--- config.mk ---
export PLATFORM = sky130hd
export DESIGN_NAME = pow2_timer
export DESIGN_NICKNAME = d
export VERILOG_FILES = /design/src/rtl/pow2_timer_pkg.sv /design/src/rtl/pow2_clear_sync.sv /design/src/rtl/pow2_counter.sv /design/src/rtl/pow2_tap_mux.sv /design/src/rtl/pow2_oneshot.sv /design/src/rtl/pow2_timer.sv
export SDC_FILE = /design/constraint.sdc
export NUM_CORES = 1
export LEC_CHECK = 0
export BUFFER_PORTS_ARGS = -buffer_cell sky130_fd_sc_hd__buf_2
export CELL_PAD_IN_SITES_DETAIL_PLACEMENT = 2
export CELL_PAD_IN_SITES_GLOBAL_PLACEMENT = 2
export CORE_UTILIZATION = 25
export DETAILED_ROUTE_END_ITERATION = 8
export MAX_ROUTING_LAYER = met4
export PLACE_DENSITY = 0.54
export SYNTH_ARGS = -nofsm -noshare
export SYNTH_HDL_FRONTEND = slang
export SYNTH_HIERARCHICAL = 1
export SYNTH_SLANG_ARGS = --single-unit
--- constraint.sdc ---
create_clock -name clk_i -period 1.6 [get_ports clk_i]
set_clock_uncertainty 0.15 [all_clocks]
set_input_delay 0.24 -clock clk_i [delete_from_list [all_inputs] [get_ports clk_i]]
set_output_delay 0.24 -clock clk_i [all_outputs]
set_load 0.01 [all_outputs]
--- src/rtl/pow2_timer_pkg.sv ---
package pow2_timer_pkg;

  localparam int CNT_W   = 16;
  localparam int SYNC_N  = 2;

  typedef logic [1:0] tap_sel_t;
  typedef enum logic { MODE_ONESHOT = 1'b0, MODE_RECYCLE = 1'b1 } tmode_e;

  // Counter stage number (1-based) selected by the two-bit select.
  function automatic int tap_stage(input tap_sel_t sel);
    case (sel)
      2'b00:   return 13;
      2'b01:   return 10;
      2'b10:   return 8;
      default: return 16;
    endcase
  endfunction

  // Number of counts until the selected stage first rises.
  function automatic int unsigned half_period(input tap_sel_t sel);
    return 32'd1 << (tap_stage(sel) - 1);
  endfunction

  // Output level as a function of state; shared meaning for all modes.
  function automatic logic out_level(input logic cleared, input logic pol,
                                     input tmode_e mode, input logic tap,
                                     input logic latched);
    if (cleared) return pol;
    if (mode == MODE_RECYCLE) return pol ^ tap;
    return pol ^ (tap | latched);
  endfunction

endpackage

--- src/rtl/pow2_clear_sync.sv ---
module pow2_clear_sync #(
  parameter int STAGES = 2
) (
  input  logic clk_i,
  input  logic mreset_i,
  input  logic por_req_i,
  input  logic por_dis_i,
  output logic clear_o
);
  logic              req_raw;
  logic [STAGES-1:0] chain_q = '0;

  assign req_raw = mreset_i | (por_req_i & ~por_dis_i);

  generate
    for (genvar i = 0; i < STAGES; i++) begin : g_stage
      if (i == 0) begin : g_first
        always_ff @(posedge clk_i) chain_q[0] <= req_raw;
      end else begin : g_next
        always_ff @(posedge clk_i) chain_q[i] <= chain_q[i-1];
      end
    end
  endgenerate

  assign clear_o = chain_q[STAGES-1];
endmodule

--- src/rtl/pow2_counter.sv ---
module pow2_counter #(
  parameter int WIDTH = 16
) (
  input  logic             clk_i,
  input  logic             clr_i,
  output logic [WIDTH-1:0] cnt_o
);
  logic [WIDTH-1:0] cnt_q = '0;
  logic             clr_q = 1'b0;

  always_ff @(posedge clk_i) begin
    clr_q <= clr_i;
    if (clr_i) cnt_q <= '0;
    else       cnt_q <= cnt_q + 1'b1;
  end

  assign cnt_o = cnt_q;

  // a clearing edge leaves the counter at zero
  always_comb begin
    if (clr_q) p_clear_zero_r2: assert (cnt_q == '0);
  end

  // without a clear, each edge adds exactly one
  p_count_step_r2: assert property (@(posedge clk_i) disable iff (clr_i)
    1'b1 |=> cnt_q == $past(cnt_q) + 1'b1);
endmodule

--- src/rtl/pow2_tap_mux.sv ---
module pow2_tap_mux
  import pow2_timer_pkg::*;
#(
  parameter int WIDTH = 16
) (
  input  logic [WIDTH-1:0] cnt_i,
  input  tap_sel_t         sel_i,
  output logic             tap_o
);
  logic [WIDTH-1:0] onehot;

  generate
    for (genvar b = 0; b < WIDTH; b++) begin : g_bit
      assign onehot[b] = (tap_stage(sel_i) == b + 1);
    end
  endgenerate

  assign tap_o = |(onehot & cnt_i);

  // exactly one stage is selected for every select value
  always_comb begin
    p_one_tap_r3: assert ($countones(onehot) == 1);
  end
endmodule

--- src/rtl/pow2_oneshot.sv ---
module pow2_oneshot (
  input  logic clk_i,
  input  logic clr_i,
  input  logic tap_i,
  output logic latched_o
);
  logic latch_q = 1'b0;

  always_ff @(posedge clk_i) begin
    if (clr_i)      latch_q <= 1'b0;
    else if (tap_i) latch_q <= 1'b1;
  end

  assign latched_o = latch_q;

  // once set, only a clear releases the latch
  p_latch_hold_r5: assert property (@(posedge clk_i) disable iff (clr_i)
    latch_q |=> latch_q);

  // the latch sets at the edge after the tap is seen high
  p_latch_set_r5: assert property (@(posedge clk_i) disable iff (clr_i)
    tap_i |=> latch_q);
endmodule

--- src/rtl/pow2_timer.sv ---
module pow2_timer
  import pow2_timer_pkg::*;
(
  input  logic       clk_i,
  input  logic       mreset_i,
  input  logic       por_req_i,
  input  logic       por_dis_i,
  input  logic [1:0] tap_sel_i,
  input  logic       mode_i,
  input  logic       pol_i,
  output logic       timer_o
);
  localparam int W = CNT_W;

  logic         rst_active;
  logic         mode_q = 1'b0;
  logic         mode_change;
  logic         clr_cnt;
  logic [W-1:0] count;
  logic         tap_bit;
  logic         latched;
  logic         mode_change_q = 1'b0;

  pow2_clear_sync #(.STAGES(SYNC_N)) u_sync (
    .clk_i     (clk_i),
    .mreset_i  (mreset_i),
    .por_req_i (por_req_i),
    .por_dis_i (por_dis_i),
    .clear_o   (rst_active)
  );

  always_ff @(posedge clk_i) begin
    mode_q        <= mode_i;
    mode_change_q <= mode_change;
  end

  assign mode_change = mode_i ^ mode_q;
  assign clr_cnt     = rst_active | mode_change;

  pow2_counter #(.WIDTH(W)) u_cnt (
    .clk_i (clk_i),
    .clr_i (clr_cnt),
    .cnt_o (count)
  );

  pow2_tap_mux #(.WIDTH(W)) u_tap (
    .cnt_i (count),
    .sel_i (tap_sel_i),
    .tap_o (tap_bit)
  );

  pow2_oneshot u_shot (
    .clk_i     (clk_i),
    .clr_i     (clr_cnt),
    .tap_i     (tap_bit),
    .latched_o (latched)
  );

  assign timer_o = out_level(rst_active, pol_i, tmode_e'(mode_i), tap_bit, latched);

  // while cleared the output shows the polarity level
  always_comb begin
    if (rst_active) p_reset_level_r1: assert (timer_o == pol_i);
  end

  // a mode change leaves counter and latch cleared
  always_comb begin
    if (mode_change_q) p_mode_clear_r6: assert (count == '0 && !latched);
  end

  // a held clear keeps the counter at zero on the following edge
  p_hold_r2: assert property (@(posedge clk_i) disable iff (mode_change)
    $past(rst_active) |-> count == '0);
endmodule

== Word-level counts from Yosys, hierarchy flattened ==
Index checks and enable logic that the tools add are counted.

* Register bits after elaboration: 20
* Bits of input ports: 8
* Output and inout bits: 1
* Word-level logic and storage cells: 43

* $add $sub $neg: 1
* Equal/unequal tests: 18
* Multiplexer cells: 8
* Bitwise gates (word level): 9
* Reduce and logical (&&, ||, !) cells: 2

{| class="wikitable"
|+ Operators by type and width
! cell !! count
|-
| 5-bit by 4-bit equality test with 1-bit output (second input constant) || 8
|-
| 5-bit by 3-bit equality test with 1-bit output (second input constant) || 4
|-
| 16-bit by 1-bit adder with 16-bit output (second input constant) || 1
|-
| 16-bit AND || 1
|-
| 16-bit OR reduction || 1
|-
| 5-bit one-hot mux with 3 select lines || 1
|-
| 5-bit by 2-bit equality test with 1-bit output (second input constant) || 2
|-
| 1-bit two-way mux || 7
|-
| 5-bit by 1-bit equality test with 1-bit output (second input constant) || 1
|-
| 5-bit equality test (second input constant) || 1
|-
| 1-bit bitwise OR || 3
|-
| 1-bit bitwise XOR || 3
|-
| 2-bit by 1-bit equality test with 1-bit output (second input constant) || 1
|-
| 2-bit equality test (second input constant) || 1
|-
| 2-bit logical NOT || 1
|-
| 1-bit AND || 1
|-
| 1-bit inverter || 1
|}

== Longest topological paths before layout ==
Gate-level depths: netlist of run 1.

* Word-level depth: 9
* Mapped depth: 5
* Mapped depth without buffers: 4

== Hierarchy ==
The synthesis of run 1 kept the hierarchy.

{| class="wikitable"
|+ Modules (own cells, without submodules)
! module !! times used !! cells each !! area each (um2) !! seq. area each (um2)
|-
| pow2_counter || 1 || 81 || 764.5 || 320.3
|-
| pow2_timer || 1 || 6 || 61.3 || 20.0
|-
| pow2_clear_sync || 1 || 4 || 51.3 || 40.0
|-
| pow2_oneshot || 1 || 2 || 30.0 || 20.0
|-
| pow2_tap_mux || 1 || 1 || 22.5 || 0.0
|}

== Worst setup path before layout of run 1 ==
Ideal clock, no wire load.

* Path kind: register to register
* Start: register u_cnt.cnt_q[0] (netlist: u_cnt/cnt_o[0])
* End: register u_cnt.cnt_q[14] (netlist: u_cnt/cnt_o[14])
* Setup time: 0.123 ns
* Data arrival time: 1.357 ns
* Data required time: 1.327 ns
* Slack: -0.031 ns
* Stages on the path, launching flop included: 5
* Buffers on the path: 0
* Clock period less this slack: 1.631 ns
* Cells stage by stage: dfxtp_1 > ha_1 > nand2_1 > nor4_4 > mux2_1

* Word-level cells in the longest chain between the ends: 1

{| class="wikitable"
|+ Ends and longest elaborated chain
! what !! RTL line !! source
|-
| start: declaration || pow2_counter.sv:8 || <nowiki>logic [WIDTH-1:0] cnt_q = '0;</nowiki>
|-
| start signal: assignment || pow2_counter.sv:14 || <nowiki>else cnt_q <= cnt_q + 1'b1;</nowiki>
|-
| 16-bit by 1-bit adder with 16-bit output || pow2_counter.sv:14 ||
|}

Every way passes these cells.
A chain may end at the register's enable or synchronous reset.

== Worst setup path after layout of run 1 ==
* Start: register u_cnt.cnt_q[15] (netlist: u_cnt/cnt_o[15])
* End: output port timer_o

* Word-level cells in the longest chain between the ends: 6
* Elaborated cells on any way between the ends: 8
* Classes of those cells: 3 x mux; 4 x bitwise; 1 x reduce/logical

{| class="wikitable"
|+ Ends and longest elaborated chain
! what !! RTL line !! source
|-
| 16-bit AND * || pow2_tap_mux.sv:18 || <nowiki>assign tap_o = |(onehot & cnt_i);</nowiki>
|-
| 16-bit OR reduction * || pow2_tap_mux.sv:18 ||
|-
| via tap_bit || pow2_timer.sv:20 || <nowiki>logic tap_bit;</nowiki>
|-
| 1-bit bitwise OR / 1-bit bitwise XOR (equally long branches) || pow2_timer_pkg.sv:30, pow2_timer_pkg.sv:29 ||
|-
| 1-bit bitwise XOR / 1-bit two-way mux (equally long branches) || pow2_timer_pkg.sv:30, pow2_timer_pkg.sv:29 ||
|-
| 1-bit two-way mux * || pow2_timer_pkg.sv:30 || <nowiki>return pol ^ (tap | latched);</nowiki>
|-
| 1-bit two-way mux * || pow2_timer_pkg.sv:29 || <nowiki>if (mode == MODE_RECYCLE) return pol ^ tap;</nowiki>
|-
| end: declaration || pow2_timer.sv:11 || <nowiki>output logic timer_o</nowiki>
|}

Mark *: on every way through the listed nets, which the timed path passes. The rest lies on a longest branch.

==> results of run 1 <==
==> repair_timing <==
item,in CTS,in global routing
buffers inserted,4,1
gates cloned,0,0
resized for setup,21,18
setup endpoints to repair,9,10
hold buffers,2,0
pin swaps,10,6
hold endpoints to repair,2,0
==> metrics by stage <==
step / power [mW] / worst slack, ns
5_1_grt: 1.00 / -0.339
3_3_place_gp: 0.567 / -0.0487
3_5_place_dp: 0.568 / -0.0858
6_report: 0.964 / -0.276
2_1_floorplan: 0.543 / 0.0249
4_1_cts: 0.978 / -0.273
==> kinds of logic (layout without fill, tap and decap cells) <==
group,after synthesis,count (layout),share of synthesized area [%]
simple gates,39,39,28.3
flops,20,20,43.1
compound gates,17,17,11.7
buf+inv,7,42,3.63
xor+xnor,5,5,4.71
mux,5,5,7.27
fa+ha+maj,1,1,1.35
==> worst max-delay path, cell delays in order, from the launching register on <==
cell      delay, ns
dfxtp_2        0.33
mux4_2         0.51
o21bai_4       0.13
xnor2_1        0.12
buf_2          0.14
==> path summary, 6_finish.rpt <==
path / depth (start not counted) / slack (ns) / to
max reg2reg: 4 / -0.03 / u_cnt/cnt_o[8]$_SDFF_PP0_
min: 2 / 0.02 / u_sync/chain_q[0]$_DFF_P_
min reg2reg: 0 / 0.18 / u_sync/clear_o$_DFF_P_
max: 4 / -0.28 / timer_o
==> flip-flops by register name, summed over array words and instances, names as in the netlist <==
| signal | flops |
|---|---|
| mode_q | 1 |
| u_cnt/cnt_o | 16 |
| u_shot/latched_o | 1 |
| u_sync/chain_q | 1 |
| u_sync/clear_o | 1 |
==> area by class of cell <==
type,count,area (sq um),share of cell area [%]
Clock buffer,4,55.1,3.86
Timing Repair Buffer,34,275,19.3
Tap cell,46,57.6,4.04
Inverter,4,15.0,1.05
Multi-Input combinational cell,67,608,42.6
Sequential cell,20,415,29.1
==> layer usage <==
| layer | routed length (um) | GRT usage (%) | vias up |
|---|---|---|---|
| li1 | - | - | 408 |
| met1 | 1120 | 15.4 | 421 |
| met2 | 1450 | 29.6 | 9 |
| met3 | 81 | 4.56 | 2 |
| met4 | 18 | 3.49 | 0 |
| met5 | 0 | - | - |
==> where the power goes <==
group          switching, mW  total (mW)  internal [mW]
Sequential           0.00570       0.511          0.505
Clock                  0.180       0.400          0.219
Combinational         0.0270      0.0539         0.0268
Total                  0.213       0.964          0.751
==> cell usage in the layout, fill, tap and decap left out, types with 2 or more instances in the layout <==
master and count:
buf_4 17, dfxtp_2 12, buf_2 8, dfxtp_1 8
nor2_1 8, nor2b_1 6, buf_6 6, nand3_1 5
clkbuf_8 4, a21oi_2 4, inv_1 4, nor4_4 4
xnor2_1 3, o21ai_0 3, or3_1 3, a21oi_1 3
nand2_1 3, or4_4 3, dlygate4sd3_1 2, nand4_4 2
xor2_1 2, mux2_1 2, mux2_4 2, o31ai_1 2
o31ai_2 2
==> impl_metrics.json, run 1 <==
{
  "run_status": "finished, violations left",
  "violations": "negative setup slack",
  "place_area_sq_um": 1170,
  "first_pass_iters": 3,
  "synth_edf_count": 0,
  "yosys.area.top_type": "dfxtp_1",
  "die_x_um": 63.0,
  "r2r_start": "u_cnt/cnt_o[2]$_SDFF_PP0_",
  "die_area_sq_um": 3970,
  "routedWlPerCell_um": 15.3,
  "crit_type": "flip-flop to output pin",
  "critPathCaptureType": "output pin",
  "async_reset_ff_share_pct": 0,
  "dp_hpwl_um": 1760,
  "start_kind": "flip-flop",
  "drt_iter0_drc": 30,
  "clk_latency_ns": 0.26,
  "drive_gt1_share_pct": 54.3,
  "ctsHtreeMaxLevel": 1,
  "finalHoldViolCount": 0,
  "synthTopCellsByArea": "dfxtp_1, nor4_4, nor2b_1, a21oi_1, mux2_1",
  "hold-worst-slack_ns": 0.0239,
  "place.gp.congestion": 0.718,
  "grt-ovfl-total": 0,
  "finalCritPeriodShare_pct": 117,
  "synthCells": 94,
  "required_ns": 1.21,
  "syn_area_per_cell_sq_um": 9.89,
  "worst-path-max-fanout": 2,
  "placedCellCount": 164,
  "synth_top_area_share_pct": 43.1,
  "drc": 0,
  "p_leak_nw": 0.619,
  "timing.final.ws_setup_ns": -0.276,
  "min_path_type": "input pin to flip-flop",
  "cts_buffers": 3,
  "period_minus_slack_ns": 1.88,
  "initial_core_util_pct": 27.0,
  "synth_fp_nets": 103,
  "fin_area_sq_um": 1430,
  "final_nets": 139,
  "std_cell_rows": 21,
  "ant_nets": 0,
  "stdcell_count": 175,
  "worst_slew_pin_slew_ns": 0.437,
  "maxCapViolCount": 0,
  "synth.yosys.seq_area_share_pct": 43.1,
  "synth_cell_type_count": 28,
  "grt_usage_pct": 15.6,
  "grt_pass1_wl_um": 4570,
  "relSlewSlack_pct": 70.9,
  "core_sq_um": 3440,
  "num_vias": 840,
  "ctsRootBufferMaster": "clkbuf_8",
  "synth_warnings": 6,
  "ioPinCount": 9,
  "rsz0062_at_grt": "yes",
  "max_freq_ghz": 0.533,
  "worstHoldStart": "por_req_i",
  "vdd_drop_max_mv": 0.476,
  "cts_buffer_depth": 2,
  "grt_pass1_vias": 960,
  "synth-main-ff-cell": "dfxtp_1",
  "drt-vias-per-instance": 4.80,
  "synth_area_sq_um": 930,
  "startpoint": "u_cnt/cnt_o[15]$_SDFF_PP0_",
  "fillers": 366,
  "cts_tree": "built",
  "setup_viol": 3,
  "worstPathArrival_ns": 1.49,
  "powerDensity_nw_per_um2": 676,
  "netlist_top_cells_count": "dfxtp_1, nor2_1, a21oi_1",
  "antenna_found_initial": 0,
  "area_growth_pct": 53.4,
  "clk_pin_slew_ns": 0.08,
  "die_h_um": 63.0,
  "finalSetupTns_ns": -0.310,
  "port-buffer-count": 8,
  "yosysMostFrequentCell": "dfxtp_1",
  "synth_seq_cells": 20,
  "finish.utilization_pct": 41.4,
  "routed_wl_um": 2670,
  "cts.sinks": 20,
  "maxSlewViolCount": 0,
  "grt_max_degree": 12,
  "n_antenna_cell": 0
}
Power figures use the tool's default switching activity.
==> run 2: changes to the inputs <==
--- a/config.mk
+++ b/config.mk
@@ -5,13 +5,13 @@
 export SDC_FILE = /design/constraint.sdc
 export NUM_CORES = 1
 export LEC_CHECK = 0
-export BUFFER_PORTS_ARGS = -buffer_cell sky130_fd_sc_hd__buf_2
 export CELL_PAD_IN_SITES_DETAIL_PLACEMENT = 2
 export CELL_PAD_IN_SITES_GLOBAL_PLACEMENT = 2
 export CORE_UTILIZATION = 25
 export DETAILED_ROUTE_END_ITERATION = 8
+export DONT_BUFFER_PORTS = 1
 export MAX_ROUTING_LAYER = met4
-export PLACE_DENSITY = 0.54
+export PLACE_DENSITY = 0.51
 export SYNTH_ARGS = -nofsm -noshare
 export SYNTH_HDL_FRONTEND = slang
 export SYNTH_HIERARCHICAL = 1
==> run 2 against run 1 <==
The flow still finishes with violations (negative setup slack). Sequential power about the same. Flip-flop and latch count unchanged. Critical path depth down 1. Combinational power down 7.1%. Largest cell class unchanged.
==> impl_metrics.json, run 2 (synthesized netlist as in run 1, its figures left out) <==
{
  "finalSetupTns_ns": -0.195,
  "worstPathArrival_ns": 1.40,
  "final_nets": 130,
  "maxCapViolCount": 0,
  "routed_wl_um": 2340,
  "place_area_sq_um": 1100,
  "grt_pass1_wl_um": 3990,
  "period_minus_slack_ns": 1.79,
  "hold-worst-slack_ns": 0.184,
  "relSlewSlack_pct": 71.8,
  "place.gp.congestion": 0.685,
  "maxSlewViolCount": 0,
  "finalCritPeriodShare_pct": 112,
  "area_growth_pct": 43.7,
  "grt_pass1_vias": 843,
  "min_to": "u_shot/latched_o$_SDFFE_PP0P_",
  "r2r_end": "u_cnt/cnt_o[11]$_SDFF_PP0_",
  "p_leak_nw": 0.545,
  "die_area_sq_um": 3970,
  "ant_nets": 0,
  "max_freq_ghz": 0.557,
  "vdd_drop_max_mv": 0.263,
  "cts_buffers": 3,
  "ctsHtreeMaxLevel": 1,
  "dp_hpwl_um": 1750,
  "rsz0062_at_grt": "yes",
  "final_cell_mix": "buf_4, dfxtp_1, nor2_1, dfxtp_2, nor2b_1",
  "die_h_um": 63.0,
  "ioPinCount": 9,
  "port-buffer-count": 0,
  "clk_latency_ns": 0.26,
  "run_status": "finished, violations left",
  "reg2reg_setup_slack_ns": 0.02,
  "violations": "negative setup slack",
  "crit_type": "flip-flop to output pin",
  "grt-ovfl-total": 0,
  "drt_iter0_drc": 18,
  "setup_viol": 1,
  "drive_gt1_share_pct": 45.8,
  "start_kind": "flip-flop",
  "fin_area_sq_um": 1340,
  "critPathCaptureType": "output pin",
  "final_common_cell": "buf_4",
  "cts.sinks": 20,
  "finish.utilization_pct": 38.8,
  "drc": 0,
  "core_sq_um": 3440,
  "num_vias": 779,
  "min_path_cells": 2,
  "required_ns": 1.21,
  "stdcell_count": 166,
  "n_antenna_cell": 0,
  "routedWlPerCell_um": 14.1,
  "r2r_start": "u_cnt/cnt_o[10]$_SDFF_PP0_",
  "placedCellCount": 153,
  "finalHoldViolCount": 0,
  "min_path_type": "input pin to flip-flop",
  "largest_reg_flops": 16,
  "antenna_found_initial": 0,
  "die_x_um": 63.0,
  "powerDensity_nw_per_um2": 706,
  "worst-path-max-fanout": 3,
  "grt_max_degree": 12,
  "std_cell_rows": 21,
  "timing.final.ws_setup_ns": -0.195,
  "worst_slew_pin_slew_ns": 0.422,
  "clk_pin_slew_ns": 0.08,
  "first_pass_iters": 4,
  "grt_usage_pct": 13.8,
  "ctsRootBufferMaster": "clkbuf_8",
  "worstRegToRegCells": 4,
  "drt-vias-per-instance": 4.69,
  "initial_core_util_pct": 27.0,
  "cts_tree": "built",
  "worstHoldStart": "tap_sel_i[1]",
  "cts_buffer_depth": 2
}
## run 2: changes by cell type in the layout (fill, tap and decap cells not counted), moves of 2 or more
cell / change
buf_4: +2
buf_2: -8
dfxtp_2: -4
nor4_4: -2
dfxtp_1: +3
buf_6: -5
nor4_2: +2
## run 2: area by class of cell
cell class,instances,area (sq um)
multi-input combinational,67,566
tap,46,57.6
clock buffer,4,55.1
inverter,4,15.0
timing repair buffer,25,229
fill,370,2110
sequential,20,414
## run 2: worst max-delay path, stage by stage (launching register included)
cell and delay (ns):
dfxtp_2 0.34, mux4_2 0.52, o21bai_4 0.15, xnor2_2 0.14
## run 2: timing repair
action / 4_1_cts / 5_1_grt
endpoints found under the setup margin: 8 / 8
endpoints found under the hold margin: 2 / 0
buffers inserted: 2 / 3
cloned: 0 / 1
resized for setup: 13 / 12
hold buffers: 3 / 0
pin swaps: 2 / 6
## run 2: power by group
group	total (mW)	internal (mW)	leakage (nW)	switching, mW
combinational	0.0501	0.0273	0.349	0.0228
clock	0.385	0.219	0.0288	0.166
sequential	0.508	0.504	0.167	0.00477
## run 2: through the flow
stage                     setup WS (ns)  power [mW]
after floorplan                  0.0249       0.543
final                            -0.195       0.943
after CTS                        -0.213       0.966
after detailed placement        -0.0921       0.563
after global routing             -0.239       0.988
after global placement          -0.0200       0.560
## run 2: per-layer routing
layer | share of wire (%) | GRT usage, % | vias up
li1 | - | - | 393
met5 | 0 | - | -
met4 | 1.7 | 6.10 | 0
met2 | 49 | 21.5 | 6
met3 | 2.3 | 2.92 | 5
met1 | 47 | 16.9 | 375
## run 2: worst max-delay path by stage
| stage | from | end | slack (ns) | cells after the start |
|---|---|---|---|---|
| 4_1_cts | u_cnt/cnt_o[15]$_SDFF_PP0_ | timer_o | -0.21 | 3 |
| 3_5_place_dp | u_cnt/cnt_o[9]$_SDFF_PP0_ | u_cnt/cnt_o[13]$_SDFF_PP0_ | -0.09 | 3 |
| 3_3_place_gp | u_cnt/cnt_o[5]$_SDFF_PP0_ | u_cnt/cnt_o[12]$_SDFF_PP0_ | -0.02 | 4 |
| 5_1_grt | u_cnt/cnt_o[15]$_SDFF_PP0_ | timer_o | -0.24 | 3 |
| 2_1_floorplan | u_cnt/cnt_o[0]$_SDFF_PP0_ | u_cnt/cnt_o[14]$_SDFF_PP0_ | 0.02 | 4 |
| 6_report | u_cnt/cnt_o[15]$_SDFF_PP0_ | timer_o | -0.19 | 3 |
==> run 3: changes to the inputs <==
--- a/config.mk
+++ b/config.mk
@@ -12,6 +12,7 @@
 export DONT_BUFFER_PORTS = 1
 export MAX_ROUTING_LAYER = met4
 export PLACE_DENSITY = 0.51
+export SETUP_SLACK_MARGIN = 0.2
 export SYNTH_ARGS = -nofsm -noshare
 export SYNTH_HDL_FRONTEND = slang
 export SYNTH_HIERARCHICAL = 1
==> run 3 against run 2 <==
The flow still finishes with violations (negative setup slack). Non-clock buffer count increased by 3. Register-to-register slack got worse by 0.11 ns. Sequential share of layout area fell by 2.6 points. Worst hold slack hardly changed. Clock-buffer cell count is the same.
==> impl_metrics.json, run 3 (synthesized netlist as in run 1, its figures left out) <==
{
  "run_status": "finished, violations left",
  "violations": "negative setup slack",
  "drive_gt1_share_pct": 58.1,
  "cts_buffer_depth": 2,
  "reg2reg_setup_slack_ns": -0.09,
  "area_growth_pct": 66.5,
  "crit_type": "flip-flop to output pin",
  "final_cell_mix": "buf_6, dfxtp_4, buf_4, nor2_1, dfxtp_1",
  "max_freq_ghz": 0.552,
  "period_minus_slack_ns": 1.81,
  "r2r_start": "u_cnt/cnt_o[7]$_SDFF_PP0_",
  "final_nets": 134,
  "dp_hpwl_um": 1600,
  "register_area_sq_um": 439,
  "fillers": 364,
  "antenna_found_initial": 0,
  "finalCritPeriodShare_pct": 113,
  "required_ns": 1.21,
  "routedWlPerCell_um": 16.6,
  "maxCapViolCount": 0,
  "clk_latency_ns": 0.26,
  "grt_usage_pct": 15.2,
  "clk_pin_slew_ns": 0.08,
  "setup_viol": 3,
  "cts_tree": "built",
  "drt-vias-per-instance": 4.80,
  "min_path_cells": 0,
  "maxSlewViolCount": 0,
  "grt_pass1_wl_um": 4430,
  "n_antenna_cell": 0,
  "rsz0062_at_grt": "yes",
  "multiInputGateArea_sq_um": 689,
  "grt_pass1_vias": 865,
  "drc": 0,
  "crit_chain": "mux4_2, o21bai_4, xnor2_2",
  "ioPinCount": 9,
  "min_to": "u_sync/clear_o$_DFF_P_",
  "finish.utilization_pct": 45.0,
  "cts_buffers": 3,
  "relSlewSlack_pct": 76.9,
  "finalHoldViolCount": 0,
  "startpoint": "u_cnt/cnt_o[7]$_SDFF_PP0_",
  "critPathCaptureType": "output pin",
  "worst-path-max-fanout": 2,
  "start_kind": "flip-flop",
  "ctsHtreeMaxLevel": 1,
  "p_leak_nw": 0.617,
  "std_cell_rows": 21,
  "initial_core_util_pct": 27.0,
  "hold-worst-slack_ns": 0.184,
  "r2r_end": "u_cnt/cnt_o[15]$_SDFF_PP0_",
  "die_h_um": 63.0,
  "worstRegToRegCells": 5,
  "worst_slew_pin_slew_ns": 0.344,
  "port-buffer-count": 0,
  "place.gp.congestion": 0.668,
  "routed_wl_um": 2830,
  "num_vias": 816,
  "slowest_delay_ns": 0.50,
  "worst_path_max_delay_cell": "mux4_2",
  "ant_nets": 0,
  "final_common_cell": "buf_6",
  "grt-ovfl-total": 0,
  "worstPathArrival_ns": 1.42,
  "grt_max_degree": 13,
  "drt_iter0_drc": 8,
  "vdd_drop_max_mv": 0.208,
  "largest_reg_flops": 16,
  "die_area_sq_um": 3970,
  "min_path_type": "flip-flop to flip-flop",
  "timing.final.ws_setup_ns": -0.213,
  "die_x_um": 63.0,
  "worstHoldStart": "u_sync/chain_q[0]$_DFF_P_",
  "ctsRootBufferMaster": "clkbuf_8",
  "cts.sinks": 20,
  "core_sq_um": 3440,
  "first_pass_iters": 4,
  "powerDensity_nw_per_um2": 639
}
==> run 3: changes by cell type in the layout (fill, tap and decap cells not counted), sizes merged <==
cell and delta:
buf +3, clkbuf -1, dlygate4sd3 +1, nand4 +1
==> run 3: area by class of cell <==
class                   count  share of cell area, %
repair buffers             28                   18.1
flip-flops and latches     20                   28.4
multi-input cells          68                   44.5
well taps                  46                   3.72
clock buffers               4                   4.28
inverters                   4                  0.970
==> run 3: stage by stage <==
step / setup WS [ns] / instances / total power [mW] / TNS [ns] / cell area (sq um)
after global routing: -0.263 / 170 / 1.04 / -0.526 / 1550
final: -0.213 / 170 / 0.989 / -0.301 / 1550
after global placement: 0.0451 / 144 / 0.552 / 0 / 1090
after CTS: -0.261 / 163 / 1.01 / -0.261 / 1400
after floorplan: 0.103 / 94 / 0.544 / 0 / 1000
after detailed placement: -0.00451 / 144 / 0.554 / -0.00451 / 1090
==> run 3: worst max-delay path, delay by kind of cell, from the launching register on <==
family          cells  cell delay (ns)
compound gates      1             0.16
xor+xnor            1             0.15
flops               1             0.34
mux                 1             0.50
==> run 3: how the worst max path moves through the flow <==
stage                            endpoint  slack (ns)  cells after the start
2_1_floorplan                     timer_o        0.10                      3
3_3_place_gp   u_cnt/cnt_o[15]$_SDFF_PP0_        0.05                      3
3_5_place_dp   u_cnt/cnt_o[15]$_SDFF_PP0_      -0.005                      3
4_1_cts                           timer_o       -0.26                      3
5_1_grt                           timer_o       -0.26                      3
6_report                          timer_o       -0.21                      3
==> run 3: what timing repair did <==
item	CTS	global route
gates resized for setup	26	25
pin swaps	21	14
hold buffers	4	0
cloned	1	0
endpoints found under the hold margin	2	0
setup buffers	10	7
endpoints found under the setup margin	11	17
==> run 3: per-layer routing <==
metal	vias to the layer above	GRT usage, %	wire [um]
met1	399	16.6	1180
met5	-	-	0
met2	11	26.1	1530
met4	0	7.85	63
li1	399	-	-
met3	7	2.55	59
==> run 3: power breakdown <==
part / internal (mW) / total (mW) / switching [mW]
clock: 0.271 / 0.445 / 0.174
combinational: 0.0228 / 0.0446 / 0.0218
sequential: 0.492 / 0.499 / 0.00783
total: 0.786 / 0.989 / 0.203
